[src/rtl/sqw_pkg.sv]
`timescale 1ns/1ps
package sqw_pkg;

   localparam int CTRL_W    = 8;
   localparam int LEVEL_BIT = 7;
   localparam int WAVE_BIT  = 4;
   localparam int RATE_LSB  = 0;
   localparam int RATE_W    = 2;
   localparam int NUM_RATES = 1 << RATE_W;

   typedef enum logic [RATE_W-1:0] {
      RATE_SLOW = 2'b00,
      RATE_MID  = 2'b01,
      RATE_FAST = 2'b10,
      RATE_TOP  = 2'b11
   } rate_e;

   typedef struct packed {
      logic  level;
      logic  wave_en;
      rate_e rate;
   } ctrl_t;

   function automatic ctrl_t decode_ctrl(input logic [CTRL_W-1:0] b);
      ctrl_t c;
      c.level   = b[LEVEL_BIT];
      c.wave_en = b[WAVE_BIT];
      c.rate    = rate_e'(b[RATE_LSB +: RATE_W]);
      return c;
   endfunction

endpackage

[src/rtl/sqw_divider.sv]
`timescale 1ns/1ps
module sqw_divider #(
   parameter int CNT_W = 16
) (
   input  logic             clk_i,
   input  logic             rst_ni,
   input  logic             halt_i,
   output logic [CNT_W-1:0] cnt_q_o,
   output logic [CNT_W-1:0] cnt_d_o
);

   localparam logic [CNT_W-1:0] ONE = CNT_W'(1);

   logic [CNT_W-1:0] cnt_q;

   always_comb begin
      cnt_d_o = halt_i ? cnt_q : cnt_q + ONE;
   end

   always_ff @(posedge clk_i or negedge rst_ni) begin
      if (!rst_ni) cnt_q <= '0;
      else         cnt_q <= cnt_d_o;
   end

   assign cnt_q_o = cnt_q;

endmodule

[src/rtl/sqw_tap_sel.sv]
`timescale 1ns/1ps
module sqw_tap_sel
   import sqw_pkg::*;
#(
   parameter int CNT_W = 16,
   parameter int TAPS [NUM_RATES] = '{15, 3, 2, 0}
) (
   input  logic [CNT_W-1:0] cnt_q_i,
   input  logic [CNT_W-1:0] cnt_d_i,
   input  rate_e            req_i,
   input  rate_e            act_i,
   output logic             req_next_o,
   output logic             req_flip_o,
   output logic             act_next_o
);

   logic [NUM_RATES-1:0] tap_now;
   logic [NUM_RATES-1:0] tap_nxt;

   for (genvar i = 0; i < NUM_RATES; i++) begin : g_tap
      assign tap_now[i] = cnt_q_i[TAPS[i]];
      assign tap_nxt[i] = cnt_d_i[TAPS[i]];
   end

   always_comb begin
      req_next_o = tap_nxt[req_i];
      req_flip_o = tap_nxt[req_i] ^ tap_now[req_i];
      act_next_o = tap_nxt[act_i];
   end

endmodule

[src/rtl/sqw_level_ctl.sv]
`timescale 1ns/1ps
module sqw_level_ctl
   import sqw_pkg::*;
(
   input  logic  clk_i,
   input  logic  rst_ni,
   input  ctrl_t ctrl_i,
   input  logic  req_next_i,
   input  logic  req_flip_i,
   input  logic  act_next_i,
   output logic  level_o,
   output logic  run_o,
   output rate_e sel_o
);

   logic  level_q, level_d;
   logic  run_q, run_d;
   rate_e sel_q, sel_d;

   always_comb begin
      level_d = level_q;
      run_d   = run_q;
      sel_d   = sel_q;
      if (!ctrl_i.wave_en) begin
         run_d   = 1'b0;
         level_d = ctrl_i.level;
      end else if (run_q && (ctrl_i.rate == sel_q)) begin
         level_d = act_next_i;
      end else if (req_flip_i) begin
         run_d   = 1'b1;
         sel_d   = ctrl_i.rate;
         level_d = req_next_i;
      end else begin
         run_d   = 1'b0;
      end
   end

   always_ff @(posedge clk_i or negedge rst_ni) begin
      if (!rst_ni) begin
         level_q <= 1'b1;
         run_q   <= 1'b0;
         sel_q   <= RATE_SLOW;
      end else begin
         level_q <= level_d;
         run_q   <= run_d;
         sel_q   <= sel_d;
      end
   end

   assign level_o = level_q;
   assign run_o   = run_q;
   assign sel_o   = sel_q;

endmodule

[src/rtl/sqwave_out.sv]
`timescale 1ns/1ps
module sqwave_out
   import sqw_pkg::*;
#(
   parameter int CNT_W     = 16,
   parameter int TAP_SLOW  = 15,
   parameter int TAP_MID   = 3,
   parameter int TAP_FAST  = 2,
   parameter int TAP_TOP   = 0
) (
   input  logic              clk_i,
   input  logic              rst_ni,
   input  logic              halt_i,
   input  logic [CTRL_W-1:0] ctrl_i,
   output logic              pin_oe_o
);

   localparam int TAPS [NUM_RATES] = '{TAP_SLOW, TAP_MID, TAP_FAST, TAP_TOP};

   if (CNT_W < 2) begin : g_bad_width
      $error("sqwave_out: CNT_W must be at least 2");
   end
   if (TAP_SLOW >= CNT_W) begin : g_bad_slow
      $error("sqwave_out: TAP_SLOW must lie inside the counter");
   end
   if (!(TAP_SLOW > TAP_MID && TAP_MID > TAP_FAST && TAP_FAST > TAP_TOP && TAP_TOP >= 0)) begin : g_bad_order
      $error("sqwave_out: taps must fall strictly from slow to top rate");
   end

   ctrl_t            ctrl;
   logic [CNT_W-1:0] cnt_q;
   logic [CNT_W-1:0] cnt_d;
   logic             req_next, req_flip, act_next;
   logic             level_q, run_q;
   rate_e            sel_q;

   assign ctrl = decode_ctrl(ctrl_i);

   sqw_divider #(.CNT_W(CNT_W)) u_div (
      .clk_i   (clk_i),
      .rst_ni  (rst_ni),
      .halt_i  (halt_i),
      .cnt_q_o (cnt_q),
      .cnt_d_o (cnt_d)
   );

   sqw_tap_sel #(.CNT_W(CNT_W), .TAPS(TAPS)) u_tap (
      .cnt_q_i    (cnt_q),
      .cnt_d_i    (cnt_d),
      .req_i      (ctrl.rate),
      .act_i      (sel_q),
      .req_next_o (req_next),
      .req_flip_o (req_flip),
      .act_next_o (act_next)
   );

   sqw_level_ctl u_lvl (
      .clk_i      (clk_i),
      .rst_ni     (rst_ni),
      .ctrl_i     (ctrl),
      .req_next_i (req_next),
      .req_flip_i (req_flip),
      .act_next_i (act_next),
      .level_o    (level_q),
      .run_o      (run_q),
      .sel_o      (sel_q)
   );

   // open drain: pull low only for a 0 level
   assign pin_oe_o = ~level_q;

endmodule

[config.mk]
export PLATFORM = sky130hd
export DESIGN_NAME = sqwave_out
export DESIGN_NICKNAME = d
export VERILOG_FILES = /design/src/rtl/sqw_pkg.sv /design/src/rtl/sqw_divider.sv /design/src/rtl/sqw_tap_sel.sv /design/src/rtl/sqw_level_ctl.sv /design/src/rtl/sqwave_out.sv
export SDC_FILE = /design/constraint.sdc
export NUM_CORES = 1
export LEC_CHECK = 0
export ABC_CLOCK_PERIOD_IN_PS = 6100
export BUFFER_PORTS_ARGS = -buffer_cell sky130_fd_sc_hd__clkbuf_2
export CORE_ASPECT_RATIO = 1.25
export CORE_MARGIN = 5
export CORE_UTILIZATION = 60
export DETAILED_ROUTE_END_ITERATION = 10
export GPL_TIMING_DRIVEN = 0
export PLACE_DENSITY = 0.94
export SETUP_SLACK_MARGIN = 0.4
export SLEW_MARGIN = 20
export SYNTH_ARGS = -nofsm -noshare
export SYNTH_HDL_FRONTEND = slang
export SYNTH_SLANG_ARGS = --single-unit
[constraint.sdc]
create_clock -name clk_i -period 6.1 [get_ports clk_i]
set_input_delay 0.305 -clock clk_i [delete_from_list [all_inputs] [get_ports clk_i]]
set_output_delay 0.305 -clock clk_i [all_outputs]
set_load 0.005 [all_outputs]
==> results.toml, run 1 <==
[place]
place_congestion = 0.7769
portBuffers = 7
dpl.hpwl_um = 1327
post-place-ws_ns = 3.762

[power_and_ir_drop]
total_power_mw = 0.4177
p_leak_nw = 0.5545
powerDensity_nw_per_um2 = 366.0
peakVddDrop_mv = 0.3049

[sta]
rsz0062_at_grt = "false"
tightest_slew_ns = 0.4848
fin_crit_sh = 0.3828
hold_viol_final = 0
clock_skew_ns = 0.002768
final.setup.worst_slack_ns = 3.765
min_period_ns = 2.335
max_slew_margin = 0.6768
setup_viol = 0
setup_tns_ns = 0
fmax_mhz = 428.3
report.final.slew_viol_count = 0

[setup_path]
setup.worst_path.start_class = "flip-flop"
arrival_ns = 2.54
crit_required_ns = 6.31
worst-path-max-fanout = 4
critical_path_class = "flip-flop to flip-flop"
worstSetupEndpointType = "flip-flop"

[route]
vias = 724
drt_iter0_drc = 13
totalWireLength_um = 1842
post_drt_via_cell_ratio = 5.983
firstDrtPassIters = 4
avgRoutedWirePerCell_um = 15.22
drc = 0
ant_nets = 0

[grt]
antenna_found_initial = 0
grt_pass1_wl_um = 3229
grt_overflow = 0
track_usage = 0.1679
grt_pass1_vias = 727
grt_max_degree = 21

[clock_tree]
clock_path_buffers = 2
clk_pin_slew_ns = 0.12
root_buffer = "clkbuf_4"
clock_latency_ns = 0.31
clock_sinks = 20
cts_setup_buffers = 0
cts_tree = "yes"
cts_buffers = 3
h-tree-depth = 1

[final_layout]
drive_gt1_frac = 0.1845
antenna_cells = 0
nFillCells = 117
finalNetCount = 116
area_growth_pct = 10.01

[yosys]
synth_flop_cell = "dfrtp_1"
ys_ff_latch = 20
ys_seq_area_frac = 0.4837
ys_types = 30
avgSynthCellArea_sq_um = 11.40
netlist_instances = 91
synth_edf_count = 0
synth_area_sq_um = 1037
syn_nets = 103
async_flop_share = 1.000
yosysWarnings = 0

[hold_path]
min_path_type = "primary input to flip-flop"

[floorplan]
fp.dieW_um = 47.19
core_area_sq_um = 1602
initial_utilization = 0.6477
dieArea_sq_um = 2666
rows = 16
fp.dieH_um = 56.49
ioPinCount = 12

[run_status]
status = "finished clean"

[job]
max-cap-violations = 0
==> cell families after synthesis <==
family                   share of synthesized area
flip-flops                                  0.4837
buffers and inverters                      0.02534
AO/OA/AOI/OAI                              0.04825
XOR/XNOR                                    0.1508
adder cells (fa/ha/maj)                    0.01206
AND/OR/NAND/NOR                             0.2123
multiplexers                               0.06755
==> cells in the mapped netlist (2+ instances only) <==
| cell | count | area [sq um] |
|---|---|---|
| dfrtp_1 | 19 | 475.5 |
| xnor2_1 | 12 | 105.1 |
| inv_1 | 7 | 26.28 |
| nand2_1 | 6 | 22.52 |
| nand3_1 | 6 | 30.03 |
| nor2_1 | 6 | 22.52 |
| nand4_1 | 4 | 25.02 |
| xor2_1 | 4 | 35.03 |
| and3_1 | 3 | 18.77 |
| mux2_1 | 2 | 22.52 |
| nor3_1 | 2 | 10.01 |
| o21ai_0 | 2 | 10.01 |
==> sequential cells by signal, indices dropped and copies added (netlist names) <==
register / flops
u_div.cnt_q_o: 16
u_lvl.sel_o: 2
u_lvl.run_o: 1
u_lvl.level_o: 1
==> routing by layer <==
layer,vias up,global-route usage,share of wire
met1,354,0.2053,0.42
met5,-,0,0
li1,347,-,-
met4,0,0.1107,0.036
met3,9,0.02875,0.034
met2,14,0.2583,0.51
==> layout by cell type (no fill, tap or decap), types with 2 or more instances in the layout <==
master    netlist  routed
dfrtp_1        19      19
xnor2_1        12      12
inv_1           7       7
clkbuf_2        0       7
nand3_1         6       6
nand2_1         6       6
nor2_1          6       6
nand4_1         4       4
xor2_1          4       4
and3_1          3       3
clkbuf_4        0       3
o21ai_0         2       2
nor3_1          2       2
mux2_1          2       2
==> what timing repair did <==
item,4_1_cts,5_1_grt
hold buffers,1,0
hold endpoints to repair,19,0
gates resized for setup,0,0
==> final timing paths <==
kind                       cells after the start                            end  slack [ns]                     startpoint
max                                            7     u_lvl.sel_o[0]$_DFFE_PN0P_        3.77     u_div.cnt_q_o[0]$_DFF_PN0_
min                                            2     u_lvl.sel_o[1]$_DFFE_PN0P_        0.29                      ctrl_i[1]
max reg2reg                                    7     u_lvl.sel_o[0]$_DFFE_PN0P_        3.77     u_div.cnt_q_o[0]$_DFF_PN0_
min reg2reg                                    1  u_div.cnt_q_o[10]$_DFFE_PN0N_        0.50  u_div.cnt_q_o[10]$_DFFE_PN0N_
max in group asynchronous                      2      u_lvl.level_o$_DFFE_PN1P_        5.28                         rst_ni
min in group asynchronous                      2   u_div.cnt_q_o[5]$_DFFE_PN0N_        0.47                         rst_ni
==> per-stage QoR <==
stage / util / cell area, sq um / cells / hold slack (ns)
finish: 0.7125 / 1141 / 121 / 0.2891
global route: 0.7125 / 1141 / 121 / 0.3062
CTS: 0.7125 / 1141 / 121 / 0.2912
detailed placement: 0.6836 / 1095 / 116 / 0.2866
global placement: 0.6836 / 1095 / 116 / 0.2829
floorplan: - / 1037 / 91 / 0.009409
==> power breakdown <==
group / switching [mW] / internal (mW) / leakage, nW / total, mW
Sequential: 0.0482 / 0.170 / 0.259 / 0.218
Clock: 0.0437 / 0.0365 / 0.0210 / 0.0803
Combinational: 0.0612 / 0.0585 / 0.275 / 0.120
Total: 0.153 / 0.265 / 0.555 / 0.418
==> critical path: stages (launching register included) <==
cell and delay, ns:
dfrtp_1 0.47, ha_1 0.26, nor2b_1 0.14, xnor2_1 0.24
nor3_1 0.10, a211oi_2 0.27, mux2i_1 0.39, mux2_1 0.36
==> layout make-up <==
type / instances / area, sq um / area share
tap: 18 / 22.52 / 0.01974
inverter: 7 / 26.28 / 0.02303
clock buffer: 4 / 36.28 / 0.03180
multi-input combinational: 64 / 509.2 / 0.4463
timing repair buffer: 8 / 45.04 / 0.03947
sequential: 20 / 501.7 / 0.4397
Note: power is estimated with default switching activity, not from simulation.
==> run 2: changes to the inputs <==
--- a/config.mk
+++ b/config.mk
@@ -5,14 +5,14 @@
 export SDC_FILE = /design/constraint.sdc
 export NUM_CORES = 1
 export LEC_CHECK = 0
-export ABC_CLOCK_PERIOD_IN_PS = 6100
+export ABC_CLOCK_PERIOD_IN_PS = 2400
 export BUFFER_PORTS_ARGS = -buffer_cell sky130_fd_sc_hd__clkbuf_2
 export CORE_ASPECT_RATIO = 1.25
 export CORE_MARGIN = 5
-export CORE_UTILIZATION = 60
+export CORE_UTILIZATION = 55
 export DETAILED_ROUTE_END_ITERATION = 10
 export GPL_TIMING_DRIVEN = 0
-export PLACE_DENSITY = 0.94
+export PLACE_DENSITY = 0.88
 export SETUP_SLACK_MARGIN = 0.4
 export SLEW_MARGIN = 20
 export SYNTH_ARGS = -nofsm -noshare
==> constraint.sdc (replaced) <==
create_clock -name clk_i -period 2.4 [get_ports clk_i]
set_input_delay 0.12 -clock clk_i [delete_from_list [all_inputs] [get_ports clk_i]]
set_output_delay 0.12 -clock clk_i [all_outputs]
set_load 0.005 [all_outputs]
==> run 2 against run 1 <==
Compared with the run above:
- die area is 7.3% higher
- clock-buffer cell count unchanged
- via count up 9.3%
- flip-flop and latch count did not move
- sequential share of layout area is 5.6 points lower
- critical endpoint is now u_lvl.sel_o[1]$_DFFE_PN0P_
==> results.toml, run 2 (same netlist as run 1, synthesis figures left out) <==
[hold_path]
min_path_type = "primary input to flip-flop"
holdPathEnd = "u_lvl.run_o$_DFFE_PN0P_"
hold_depth = 3
hold_start = "ctrl_i[4]"

[power_and_ir_drop]
peakVddDrop_mv = 0.8405
p_leak_nw = 0.6471
powerDensity_nw_per_um2 = 1051

[grt]
grt_max_degree = 21
grt_overflow = 0
grt_pass1_vias = 806
antenna_found_initial = 0
track_usage = 0.1626
grt_pass1_wl_um = 3532

[setup_path]
r2r-start = "u_div.cnt_q_o[1]$_DFFE_PN0N_"
worst-path-max-fanout = 3
setup.worst_path.start_class = "flip-flop"
r2r_cells = 7
arrival_ns = 2.45
crit_required_ns = 2.62
worstSetupEndpointType = "flip-flop"
r2r_slack_ns = 0.16
worst_r2r_endpoint = "u_lvl.sel_o[1]$_DFFE_PN0P_"
critical_path_class = "flip-flop to flip-flop"

[floorplan]
fp.dieW_um = 48.84
core_area_sq_um = 1787
rows = 17
ioPinCount = 12
initial_utilization = 0.5805
dieArea_sq_um = 2860
fp.dieH_um = 58.56

[sta]
min_period_ns = 2.235
clock_skew_ns = 0.009010
holdWs_ns = 0.1259
setup_tns_ns = 0
tightest_slew_ns = 0.4920
max_slew_margin = 0.6720
setup_viol = 0
fin_crit_sh = 0.9313
hold_viol_final = 0
rsz0062_at_grt = "true"
fmax_mhz = 447.4
report.final.slew_viol_count = 0

[route]
vias = 791
drc = 0
drt_iter0_drc = 19
firstDrtPassIters = 4
post_drt_via_cell_ratio = 5.691
avgRoutedWirePerCell_um = 16.26
totalWireLength_um = 2260
ant_nets = 0

[final_layout]
antenna_cells = 0
final_common_cell = "buf_4"
layout_common_cells = "16 x buf_4, 14 x dfrtp_1, 11 x xnor2_1"
largest_reg_flops = 16
drive_gt1_frac = 0.4000
finalNetCount = 133
fin_area_sq_um = 1323
area_growth_pct = 27.50

[place]
placed_area_sq_um = 1096
portBuffers = 7
dpl.hpwl_um = 1222
place_congestion = 0.7470

[clock_tree]
clock_latency_ns = 0.32
cts_buffers = 3
clk_pin_slew_ns = 0.12
clock_path_buffers = 2
h-tree-depth = 1
cts_tree = "yes"
root_buffer = "clkbuf_4"
clock_sinks = 20

[run_status]
status = "finished clean"

[job]
max-cap-violations = 0
-- run 2: metrics by stage --
| stage | std cells | total power [mW] | utilization | worst slack (ns) |
|---|---|---|---|---|
| 2_1_floorplan | 91 | 0.7621 | - | 0.3732 |
| 3_3_place_gp | 117 | 0.8291 | 0.6134 | 0.1676 |
| 3_5_place_dp | 117 | 0.8449 | 0.6134 | 0.1008 |
| 4_1_cts | 132 | 1.270 | 0.7101 | 0.2256 |
| 5_1_grt | 139 | 1.476 | 0.7402 | 0.08146 |
| 6_report | 139 | 1.391 | 0.7402 | 0.1650 |
-- run 2: cell type report --
class	instances	area, sq um
clock buffer	4	36.28
multi-input combinational	64	551.8
fill	115	464.2
timing repair buffer	25	176.4
inverter	7	26.28
tap	19	23.77
sequential	20	508.0
-- run 2: worst max-delay path by stage --
stage | end | slack (ns) | depth (start not counted) | from
final | u_lvl.sel_o[1]$_DFFE_PN0P_ | 0.16 | 7 | u_div.cnt_q_o[1]$_DFFE_PN0N_
after global routing | u_lvl.sel_o[1]$_DFFE_PN0P_ | 0.08 | 7 | u_div.cnt_q_o[1]$_DFFE_PN0N_
after CTS | u_lvl.sel_o[1]$_DFFE_PN0P_ | 0.23 | 6 | u_div.cnt_q_o[1]$_DFFE_PN0N_
after detailed placement | u_lvl.sel_o[1]$_DFFE_PN0P_ | 0.10 | 7 | u_div.cnt_q_o[0]$_DFF_PN0_
after global placement | u_lvl.sel_o[0]$_DFFE_PN0P_ | 0.17 | 7 | u_div.cnt_q_o[0]$_DFF_PN0_
after floorplan | u_lvl.sel_o[0]$_DFFE_PN0P_ | 0.37 | 6 | u_div.cnt_q_o[2]$_DFF_PN0_
-- run 2: per-layer routing --
layer | global-route usage | wire length [um]
met2 | 0.3022 | 1176
met1 | 0.1781 | 937
met4 | 0.08077 | 68
met3 | 0.02532 | 78
met5 | 0 | 0
-- run 2: power by group --
group          total (mW)  internal, mW  switching (mW)
clock network       0.205        0.0929           0.113
logic               0.633         0.376           0.257
registers           0.552         0.439           0.113
total                1.39         0.908           0.482
-- run 2: worst max-delay path: stages, from the launching register on --
cell	delay (ns)
dfrtp_2	0.44
nand4b_4	0.14
buf_4	0.16
xor2_1	0.25
a21oi_1	0.14
a211oi_2	0.26
mux2i_2	0.39
mux2_4	0.34
-- run 2: timing repair --
item / in CTS / in global routing
endpoints found under the hold margin: 19 / 0
gates cloned: 0 / 0
resized for setup: 15 / 1
setup buffers: 10 / 7
endpoints found under the setup margin: 4 / 4
hold buffers: 1 / 0
pin swaps: 7 / 2
